## src/rtl/tiny8_pkg.sv

```systemverilog
package tiny8_pkg;

    localparam int ADDR_W = 16;
    localparam int DATA_W = 8;

    typedef enum logic [3:0] {
        ST_FETCH,
        ST_DECODE,
        ST_IMM_LO,
        ST_IMM_HI,
        ST_PUSH_HI,
        ST_PUSH_LO,
        ST_CB_DEC,
        ST_BIT_ADDR,
        ST_BIT_EXE,
        ST_TRAP
    } state_e;

    typedef enum logic [3:0] {
        OP_NOP,
        OP_LD_HL,
        OP_LD_SP,
        OP_INC_A,
        OP_JP_IMM,
        OP_JP_HL,
        OP_CALL,
        OP_DI,
        OP_PREFIX,
        OP_BAD
    } op_e;

    // Packed so that z..c map straight onto flag-byte bits 7..4
    typedef struct packed {
        logic z;
        logic n;
        logic h;
        logic c;
    } flags_t;

endpackage

```

## src/rtl/tiny8_decode.sv

```systemverilog
module tiny8_decode
    import tiny8_pkg::*;
(
    input  logic [DATA_W-1:0] opcode,
    output op_e               op,
    output logic              page2_bit7_hl
);

    always_comb begin
        unique case (opcode)
            8'h00:   op = OP_NOP;
            8'h21:   op = OP_LD_HL;
            8'h31:   op = OP_LD_SP;
            8'h3C:   op = OP_INC_A;
            8'hC3:   op = OP_JP_IMM;
            8'hE9:   op = OP_JP_HL;
            8'hCD:   op = OP_CALL;
            8'hF3:   op = OP_DI;
            8'hCB:   op = OP_PREFIX;
            default: op = OP_BAD;
        endcase
    end

    // Second page: only the bit-7 test through HL is defined
    assign page2_bit7_hl = (opcode == 8'h7E);

endmodule

```

## src/rtl/tiny8_alu.sv

```systemverilog
module tiny8_alu
    import tiny8_pkg::*;
(
    input  logic [DATA_W-1:0] acc_in,
    input  flags_t            flags_in,
    input  logic [DATA_W-1:0] mem_byte,
    output logic [DATA_W-1:0] inc_res,
    output flags_t            inc_flags,
    output flags_t            bit_flags
);

    always_comb begin
        inc_res     = acc_in + 8'd1;
        inc_flags.z = (inc_res == '0);
        inc_flags.n = 1'b0;
        inc_flags.h = (inc_res[3:0] == 4'h0);
        inc_flags.c = flags_in.c;

        bit_flags.z = ~mem_byte[DATA_W-1];
        bit_flags.n = 1'b0;
        bit_flags.h = 1'b1;
        bit_flags.c = flags_in.c;
    end

endmodule

```

## src/rtl/tiny8_addr_sel.sv

```systemverilog
module tiny8_addr_sel
    import tiny8_pkg::*;
(
    input  state_e            state,
    input  logic [ADDR_W-1:0] pc,
    input  logic [ADDR_W-1:0] sp,
    input  logic [ADDR_W-1:0] hl,
    output logic [ADDR_W-1:0] addr,
    output logic [DATA_W-1:0] wdata,
    output logic              we
);

    always_comb begin
        addr  = pc;
        wdata = '0;
        we    = 1'b0;
        unique case (state)
            ST_PUSH_HI: begin
                addr  = sp - 16'd1;
                wdata = pc[ADDR_W-1:DATA_W];
                we    = 1'b1;
            end
            ST_PUSH_LO: begin
                addr  = sp - 16'd1;
                wdata = pc[DATA_W-1:0];
                we    = 1'b1;
            end
            ST_BIT_ADDR: addr = hl;
            default:     addr = pc;
        endcase
    end

endmodule

```

## src/rtl/tiny8_core.sv

```systemverilog
module tiny8_core
    import tiny8_pkg::*;
#(
    parameter logic [ADDR_W-1:0] RESET_PC  = 16'h0100,
    parameter logic [ADDR_W-1:0] RESET_SP  = 16'hDFFF,
    parameter logic              RESET_IME = 1'b1
) (
    input  logic              clk,
    input  logic              rst_n,
    output logic [ADDR_W-1:0] mem_addr,
    input  logic [DATA_W-1:0] mem_rdata,
    output logic [DATA_W-1:0] mem_wdata,
    output logic              mem_we,
    output logic              retire,
    output logic [ADDR_W-1:0] retire_pc,
    output logic              fault,
    output logic [DATA_W-1:0] a_out,
    output logic [DATA_W-1:0] f_out,
    output logic [ADDR_W-1:0] hl_out,
    output logic [ADDR_W-1:0] sp_out,
    output logic              ime_out
);

    localparam int FLAG_PAD = DATA_W - $bits(flags_t);

    typedef struct packed {
        state_e            state;
        op_e               op;
        logic [ADDR_W-1:0] pc;
        logic [ADDR_W-1:0] sp;
        logic [ADDR_W-1:0] ipc;
        logic [ADDR_W-1:0] retire_pc;
        logic [DATA_W-1:0] a;
        logic [DATA_W-1:0] h;
        logic [DATA_W-1:0] l;
        logic [DATA_W-1:0] imm_lo;
        logic [DATA_W-1:0] imm_hi;
        flags_t            flags;
        logic              ime;
        logic              retire;
    } core_t;

    core_t s_d, s_q;

    op_e               dec_op;
    logic              dec_bit7;
    logic [DATA_W-1:0] inc_res;
    flags_t            inc_flags;
    flags_t            bit_flags;

    tiny8_decode u_decode (
        .opcode        (mem_rdata),
        .op            (dec_op),
        .page2_bit7_hl (dec_bit7)
    );

    tiny8_alu u_alu (
        .acc_in    (s_q.a),
        .flags_in  (s_q.flags),
        .mem_byte  (mem_rdata),
        .inc_res   (inc_res),
        .inc_flags (inc_flags),
        .bit_flags (bit_flags)
    );

    tiny8_addr_sel u_addr (
        .state (s_q.state),
        .pc    (s_q.pc),
        .sp    (s_q.sp),
        .hl    ({s_q.h, s_q.l}),
        .addr  (mem_addr),
        .wdata (mem_wdata),
        .we    (mem_we)
    );

    function automatic core_t finish(core_t c);
        core_t r;
        r           = c;
        r.retire    = 1'b1;
        r.retire_pc = c.ipc;
        r.state     = ST_FETCH;
        return r;
    endfunction

    always_comb begin
        s_d        = s_q;
        s_d.retire = 1'b0;
        unique case (s_q.state)
            ST_FETCH: begin
                s_d.ipc   = s_q.pc;
                s_d.pc    = s_q.pc + 16'd1;
                s_d.state = ST_DECODE;
            end
            ST_DECODE: begin
                s_d.op = dec_op;
                unique case (dec_op)
                    OP_NOP: s_d = finish(s_d);
                    OP_DI: begin
                        s_d.ime = 1'b0;
                        s_d     = finish(s_d);
                    end
                    OP_INC_A: begin
                        s_d.a     = inc_res;
                        s_d.flags = inc_flags;
                        s_d       = finish(s_d);
                    end
                    OP_JP_HL: begin
                        s_d.pc = {s_q.h, s_q.l};
                        s_d    = finish(s_d);
                    end
                    OP_LD_HL, OP_LD_SP, OP_JP_IMM, OP_CALL: begin
                        s_d.pc    = s_q.pc + 16'd1;
                        s_d.state = ST_IMM_LO;
                    end
                    OP_PREFIX: begin
                        s_d.pc    = s_q.pc + 16'd1;
                        s_d.state = ST_CB_DEC;
                    end
                    default: s_d.state = ST_TRAP;
                endcase
            end
            ST_IMM_LO: begin
                s_d.imm_lo = mem_rdata;
                s_d.pc     = s_q.pc + 16'd1;
                s_d.state  = ST_IMM_HI;
            end
            ST_IMM_HI: begin
                unique case (s_q.op)
                    OP_LD_HL: begin
                        s_d.l = s_q.imm_lo;
                        s_d.h = mem_rdata;
                        s_d   = finish(s_d);
                    end
                    OP_LD_SP: begin
                        s_d.sp = {mem_rdata, s_q.imm_lo};
                        s_d    = finish(s_d);
                    end
                    OP_JP_IMM: begin
                        s_d.pc = {mem_rdata, s_q.imm_lo};
                        s_d    = finish(s_d);
                    end
                    OP_CALL: begin
                        s_d.imm_hi = mem_rdata;
                        s_d.state  = ST_PUSH_HI;
                    end
                    default: s_d.state = ST_TRAP;
                endcase
            end
            ST_PUSH_HI: begin
                s_d.sp    = s_q.sp - 16'd1;
                s_d.state = ST_PUSH_LO;
            end
            ST_PUSH_LO: begin
                s_d.sp = s_q.sp - 16'd1;
                s_d.pc = {s_q.imm_hi, s_q.imm_lo};
                s_d    = finish(s_d);
            end
            ST_CB_DEC: s_d.state = dec_bit7 ? ST_BIT_ADDR : ST_TRAP;
            ST_BIT_ADDR: s_d.state = ST_BIT_EXE;
            ST_BIT_EXE: begin
                s_d.flags = bit_flags;
                s_d       = finish(s_d);
            end
            default: s_d.state = ST_TRAP;
        endcase
    end

    always_ff @(posedge clk or negedge rst_n) begin
        if (!rst_n) begin
            s_q           <= '0;
            s_q.state     <= ST_FETCH;
            s_q.op        <= OP_NOP;
            s_q.pc        <= RESET_PC;
            s_q.sp        <= RESET_SP;
            s_q.ipc       <= RESET_PC;
            s_q.retire_pc <= RESET_PC;
            s_q.ime       <= RESET_IME;
        end else begin
            s_q <= s_d;
        end
    end

    assign retire    = s_q.retire;
    assign retire_pc = s_q.retire_pc;
    assign fault     = (s_q.state == ST_TRAP);
    assign a_out     = s_q.a;
    assign f_out     = {s_q.flags, {FLAG_PAD{1'b0}}};
    assign hl_out    = {s_q.h, s_q.l};
    assign sp_out    = s_q.sp;
    assign ime_out   = s_q.ime;

endmodule

```

## config.mk

```make
export PLATFORM = sky130hd
export DESIGN_NAME = tiny8_core
export DESIGN_NICKNAME = d
export VERILOG_FILES = /design/src/rtl/tiny8_pkg.sv /design/src/rtl/tiny8_decode.sv /design/src/rtl/tiny8_alu.sv /design/src/rtl/tiny8_addr_sel.sv /design/src/rtl/tiny8_core.sv
export SDC_FILE = /design/constraint.sdc
export NUM_CORES = 1
export LEC_CHECK = 0
export BUFFER_PORTS_ARGS = -buffer_cell sky130_fd_sc_hd__buf_2
export CAP_MARGIN = 20
export CORE_ASPECT_RATIO = 2
export CORE_UTILIZATION = 30
export DETAILED_ROUTE_END_ITERATION = 7
export SETUP_SLACK_MARGIN = 0.2
export SKIP_CTS_REPAIR_TIMING = 1
export SYNTH_ARGS = -nofsm -noshare
export SYNTH_HDL_FRONTEND = slang
export SYNTH_HIERARCHICAL = 1
export SYNTH_SLANG_ARGS = --single-unit
export TNS_END_PERCENT = 1
```

## constraint.sdc

```tcl
create_clock -name clk -period 5.56 [get_ports clk]
set_clock_uncertainty 0.1 [all_clocks]
set_input_delay 0.834 -clock clk [delete_from_list [all_inputs] [get_ports clk]]
set_output_delay 0.834 -clock clk [all_outputs]
set_load 0.02 [all_outputs]
```

# Word-level counts from Yosys, hierarchy flattened
# Cells that the tools add are included.
# W data, S select, Z words.
# word_totals
reg_bits	117
in_bits	10
out_inout_bits	92
wordCells	119
# op_classes
n_addsub	3
n_eq_ne	41
muxes	20
bitwise	11
reduce_logical	28
# op_table
operator	n
$pmux W96 S3	1
$pmux W62 S3	1
$pmux W40 S3	1
$pmux W16 S3	2
$pmux W16 S2	2
$pmux W16 S4	1
$pmux W14 S4	1
$eq A4 B3 Y1 const B	10
$eq A8 B8 Y1 const B	5
$pmux W4 S9	1
$pmux W4 S8	1
$eq A8 B6 Y1 const B	3
$pmux W8 S3	1
$eq A4 B2 Y1 const B	5
$reduce_and A6 Y1	3
$add A16 B1 Y16 const B	1
$logic_not A8 Y1	2
$pmux W4 S2	2
$pmux W8 S2	1
$sub A16 B1 Y16 const B	1
$reduce_and A5 Y1	3
$eq A4 B1 Y1 const B	3
$eq A4 B4 Y1 const B	3
$logic_not A4 Y1	3
other kinds (22)	46

# Logic depth before layout (Yosys ltp)
# logic_depth
ltp_word	6
depth_mapped	14
depth_no_buf	10

# By module
# Netlist, hierarchy kept.
# modules_own_cells
module	n_inst	cells_each	area_each_um2	seq_area_each_um2
tiny8_core	1	602	6203.4	2976.6
tiny8_addr_sel	1	100	676.9	0.0
tiny8_decode	1	33	252.7	0.0
tiny8_alu	1	35	242.7	0.0

# Worst setup path after synthesis
# No wires, ideal clock.
# synth_path
path_type	input port to flip-flop
startpoint	input port mem_rdata[0]
endpoint	register, netlist name s_q[99]
setup_time_ps	127
t_arrival_ps	3244
t_required_ps	5333
path_slack_ps	2088
cell_stages	14
cell_sequence	buf_2 > nand4_1 > nor4_1 > a221o_1 > o211ai_1 > buf_2 > xor2_1 > mux2_4 > o21a_1 > or2_1 > buf_2 > buf_6 > a222oi_1 > o2bb2ai_1
# synth_via
elab_chain_cells	6
elab_cells_between_ends	21
cone_classes	15 x eq/ne; 3 x mux; 3 x reduce/logical
# synth_rtl
element	line_no	text
from (decl)	tiny8_core.sv:11	input logic [DATA_W-1:0] mem_rdata,
$eq A8 B8 Y1, or another cell as far along	tiny8_decode.sv:10	unique case (opcode)
$pmux W4 S9 (*)	tiny8_decode.sv:10	
via dec_op[0]	tiny8_core.sv:45	op_e dec_op;
$eq A4 B4 Y1, or another cell as far along	tiny8_core.sv:96	unique case (dec_op)
$reduce_or A5 Y1 (no source line)	-	
$pmux W16 S2 or $ne A3 B2 Y1 (tied branches)	-	
$pmux W16 S4 or $reduce_and A5 Y1 (tied branches)	-	
# The timed path passes the listed nets; every way through them passes the cells marked *.
# A chain may end at the register's enable or synchronous reset.

# Worst setup path in the final report
# layout_path
startpoint	input port mem_rdata[5]
endpoint	register, netlist name s_q[107]
# layout_via
elab_chain_cells	6
elab_cells_between_ends	22
cone_classes	15 x eq/ne; 4 x mux; 3 x reduce/logical
# layout_rtl
element	line_no
$eq A8 B8 Y1, or another cell as far along	tiny8_decode.sv:10
$pmux W4 S9 (*)	tiny8_decode.sv:10
via dec_op[0]	tiny8_core.sv:45
$eq A4 B4 Y1, or another cell as far along	tiny8_core.sv:96
$reduce_or A5 Y1 (no source line)	-
$pmux W16 S2 or $ne A3 B2 Y1 (tied branches)	-
$pmux W16 S4 or $reduce_and A5 Y1 (tied branches)	-
# The timed path passes the listed nets; every way through them passes the cells marked *. The select of a mux whose other input is x is not followed.

==> results.py <==
metrics = {
    "status": {
        "result_of_the_run": "complete, no violations",
    },
    "synth": {
        "yosys_most_used_dff": "sky130_fd_sc_hd__dfrtp_1",
        "asyncSetResetFlopFracSynth_pct": 100,
        "postSynthAreaPerCell_sq_um": 9.58,
        "distinct_cells_synth": 83,
        "mappedNetlistArea_sq_um": 7380,
        "synth_enable_flop_cells": 0,
        "syn_inst": 770,
        "synth-seq-cells": 118,
        "seq_area_frac_synth_pct": 40.4,
        "synthesis.yosys.warnings": 6,
    },
    "layout": {
        "fin_nets": 808,
        "insertedDiodeCount": 0,
        "layout.cells.most_common": "sky130_fd_sc_hd__dfrtp_1",
        "mostFrequentLayoutCells": "99 x sky130_fd_sc_hd__dfrtp_1, 96 x sky130_fd_sc_hd__buf_2, 67 x sky130_fd_sc_hd__nand2_1",
        "final_layout_size_suffix_gt1_share_pct": 30.1,
        "flow.area_growth_from_synthesis_pct": 11.3,
        "finalNonFillerCells": 1093,
        "final.fill_count": 2465,
        "finish.instance_area_sq_um": 8210,
    },
    "clock_network": {
        "htreeDepth": 4,
        "clkLatencyLatePin_ns": 0.42,
        "maximum_count_of_clock_buffers_along_a_single_path": 2,
        "cts.reportedPaths.clkPinSlew_ns": 0.06,
        "root_buffer": "sky130_fd_sc_hd__clkbuf_16",
        "tritoncts_buffers": 17,
        "tritoncts": "yes",
        "cts_sinks": 118,
    },
    "worst_hold_path": {
        "hold_path_end": "retire_pc[8]",
        "min-delay-path-class": "flop to flop",
        "timing.hold.worst_path_depth": 2,
        "hp-start": "s_q[70]",
    },
    "route": {
        "dr_total_vias": 6099,
        "totalWireLength_microns": 22900,
        "post_drt_wl_per_cell_microns": 20.9,
        "drcViolationCount": 0,
        "drt_pre_antenna_iters": 6,
        "drtIter0Drc": 489,
        "avgViaCountPerCell": 5.58,
        "drt.antenna.violating_nets": 0,
    },
    "worst_setup_path": {
        "critical_path_required_ns": 5.78,
        "worst-endpoint-arrival_ns": 4.16,
        "r2r_cells": 7,
        "critical_path.cell_chain": "buf_2 -> nand2_1 -> nor4_1 -> a221o_1 -> o211ai_1 -> xor2_1 -> mux2_4 -> o21a_1 -> nor2_1 -> o21ai_0 -> a22o_1",
        "critical_path.n_buffers_inverters": 1,
        "regToRegStartpoint": "s_q[114]",
        "cp_top_family": "simple AND/OR/NAND/NOR gates",
        "crit_path_start_kind": "primary input",
        "cp-startpoint": "mem_rdata[5]",
        "rr_endpoint": "s_q[107]",
        "timing.critical_path.fanout_max": 15,
        "cpPeakStageDelay_ns": 0.68,
        "rrSetupSlack_ns": 2.36,
        "critical_path.slowest_cell": "sky130_fd_sc_hd__nor2_1",
        "worstSetupPathType": "primary input to flop",
        "capturing_element_type_of_the_critical_path": "flop",
    },
    "global_routing": {
        "grt_antenna_before_repair": 0,
        "global_route.usage.total_pct": 18.8,
        "grt_start_max_net_pins": 73,
        "grt_overflow_total": 0,
        "grt_pass1_wl_microns": 35800,
        "grt_pass1_vias": 6098,
    },
    "timing": {
        "tightestPinTransition_ns": 0.966,
        "setup_total_negative_slack_ns": 0,
        "timing.final.ws_setup_ns": 1.62,
        "slew_viol_final": 0,
        "finalHoldWorstSlack_ns": 0.362,
        "max_freq_ghz": 0.254,
        "finalSetupViolations": 0,
        "layout_min_cycle_time_ns": 3.94,
        "hold_viol_final": 0,
        "maxSlewHeadroom_pct": 35.6,
        "rsz0062_at_grt": "false",
        "final_min_period_over_clock_period_pct": 70.8,
    },
    "floorplan": {
        "rows": 80,
        "die_area_sq_um": 25300,
        "starting_density_of_the_core_pct": 30.7,
        "design.core.area_sq_um": 24000,
        "die_h_microns": 224,
        "die_width_microns": 113,
        "boundaryPins": 102,
    },
    "placement": {
        "detailed_place.area_sq_um": 7630,
        "place_congestion": 0.906,
        "dp.cells": 1061,
        "preCtsSetupSlack_ns": 1.28,
        "buffer_ports.inserted": 97,
        "hpwlAfterDp_microns": 16800,
    },
    "power_and_ir_drop": {
        "pwrdens_nw_per_um2": 249,
        "leakage_power_total_nw": 3.74,
        "vdd_ir_drop_max_mv": 0.155,
    },
    "flow_run": {
        "max_cap_violations": 0,
    },
}
worst register-to-register path: stages (launching register included):
cell and delay, ns:
sky130_fd_sc_hd__dfrtp_1 0.91, sky130_fd_sc_hd__nand2b_1 0.55, sky130_fd_sc_hd__nor2_4 0.45, sky130_fd_sc_hd__a211oi_2 0.08, sky130_fd_sc_hd__buf_4 0.23, sky130_fd_sc_hd__a222oi_1 0.34, sky130_fd_sc_hd__o21ai_0 0.16, sky130_fd_sc_hd__a22o_1 0.27
how the worst max path moves through the flow:
| stage | to | slack, ns | depth (start not counted) |
|---|---|---|---|
| after floorplan | s_q[99] | 2.09 | 14 |
| after global placement | s_q[107] | 1.39 | 11 |
| after detailed placement | s_q[107] | 1.28 | 11 |
| after CTS | s_q[107] | 1.71 | 11 |
| after global routing | s_q[105] | 1.30 | 11 |
| final | s_q[107] | 1.62 | 11 |
cell type report:
class / count / area (sq um) / area share [%]
Tap cell: 287 / 359 / 4.37
Timing Repair Buffer: 108 / 571 / 6.95
Multi-Input combinational cell: 521 / 3620 / 44.1
Clock buffer: 20 / 457 / 5.56
Inverter: 27 / 101 / 1.23
Sequential cell: 118 / 2980 / 36.2
Clock inverter: 12 / 128 / 1.55
flip-flops by register name (all words and copies together) (netlist names):
register   count
s_q           56
hl_out        16
retire_pc     16
sp_out        16
a_out          8
f_out          4
ime_out        1
retire         1
cell usage after synthesis, types with 5 or more instances:
library cell | count | share of area, %
sky130_fd_sc_hd__buf_4 | 72 | 7.3
sky130_fd_sc_hd__dfrtp_1 | 99 | 34
sky130_fd_sc_hd__dfstp_2 | 19 | 6.8
sky130_fd_sc_hd__o211ai_1 | 6 | 0.61
sky130_fd_sc_hd__nor2b_1 | 6 | 0.51
sky130_fd_sc_hd__nor3b_1 | 5 | 0.51
sky130_fd_sc_hd__a222oi_1 | 19 | 2.6
sky130_fd_sc_hd__a21oi_1 | 23 | 1.6
sky130_fd_sc_hd__mux2i_1 | 8 | 1.1
sky130_fd_sc_hd__nor2_1 | 60 | 3.1
sky130_fd_sc_hd__nor3_1 | 11 | 0.75
sky130_fd_sc_hd__o21ai_1 | 7 | 0.47
sky130_fd_sc_hd__xor2_1 | 15 | 1.8
sky130_fd_sc_hd__clkbuf_1 | 13 | 0.66
sky130_fd_sc_hd__nand3_1 | 20 | 1.4
sky130_fd_sc_hd__inv_1 | 27 | 1.4
sky130_fd_sc_hd__o21ai_0 | 50 | 3.4
sky130_fd_sc_hd__mux2_2 | 54 | 8.2
sky130_fd_sc_hd__a22oi_1 | 14 | 1.4
sky130_fd_sc_hd__o31a_1 | 5 | 0.59
sky130_fd_sc_hd__o22ai_1 | 12 | 1.0
sky130_fd_sc_hd__ha_1 | 5 | 0.85
sky130_fd_sc_hd__nand2b_1 | 6 | 0.51
sky130_fd_sc_hd__nand2_1 | 67 | 3.4
sky130_fd_sc_hd__nor4_1 | 9 | 0.76
sky130_fd_sc_hd__xnor2_1 | 7 | 0.83
sky130_fd_sc_hd__buf_2 | 20 | 1.4
sky130_fd_sc_hd__nand4_1 | 7 | 0.59
kinds of logic (layout without fill, tap and decap cells):
kind of cell / count (synthesis) / after routing / share of synthesized area [%]
buffers and inverters: 135 / 167 / 11.1
AND/OR/NAND/NOR: 241 / 241 / 17.9
adder cells (fa/ha/maj): 5 / 5 / 0.848
multiplexers: 67 / 67 / 10.1
AO/OA/AOI/OAI: 179 / 179 / 16.9
flip-flops: 118 / 118 / 40.4
XOR/XNOR: 22 / 22 / 2.61
other: 3 / 7 / 0.153
where the power goes:
group	switching, W	leakage, nW	internal, W
Combinational	0.0000568	1.96	0.0000203
Sequential	0.00000895	1.51	0.000864
Clock	0.000415	0.278	0.000680
per-stage QoR:
stage / total power [W] / utilization (%)
final: 0.00205 / 34.2
after global routing: 0.00212 / 34.2
after CTS: 0.00206 / 34.2
after detailed placement: 0.000965 / 31.8
after global placement: 0.000964 / 31.8
after floorplan: 0.000928 / -
routing by layer:
| metal | up-vias | global-route usage [%] | wire length, microns |
|---|---|---|---|
| met4 | 0 | 15.5 | 1890 |
| met5 | - | 0 | 0 |
| met2 | 250 | 33.3 | 11800 |
| met1 | 2975 | 18.9 | 8050 |
| met3 | 87 | 3.52 | 1160 |
| li1 | 2787 | - | - |
No activity file was read; power rests on OpenSTA's default activity.
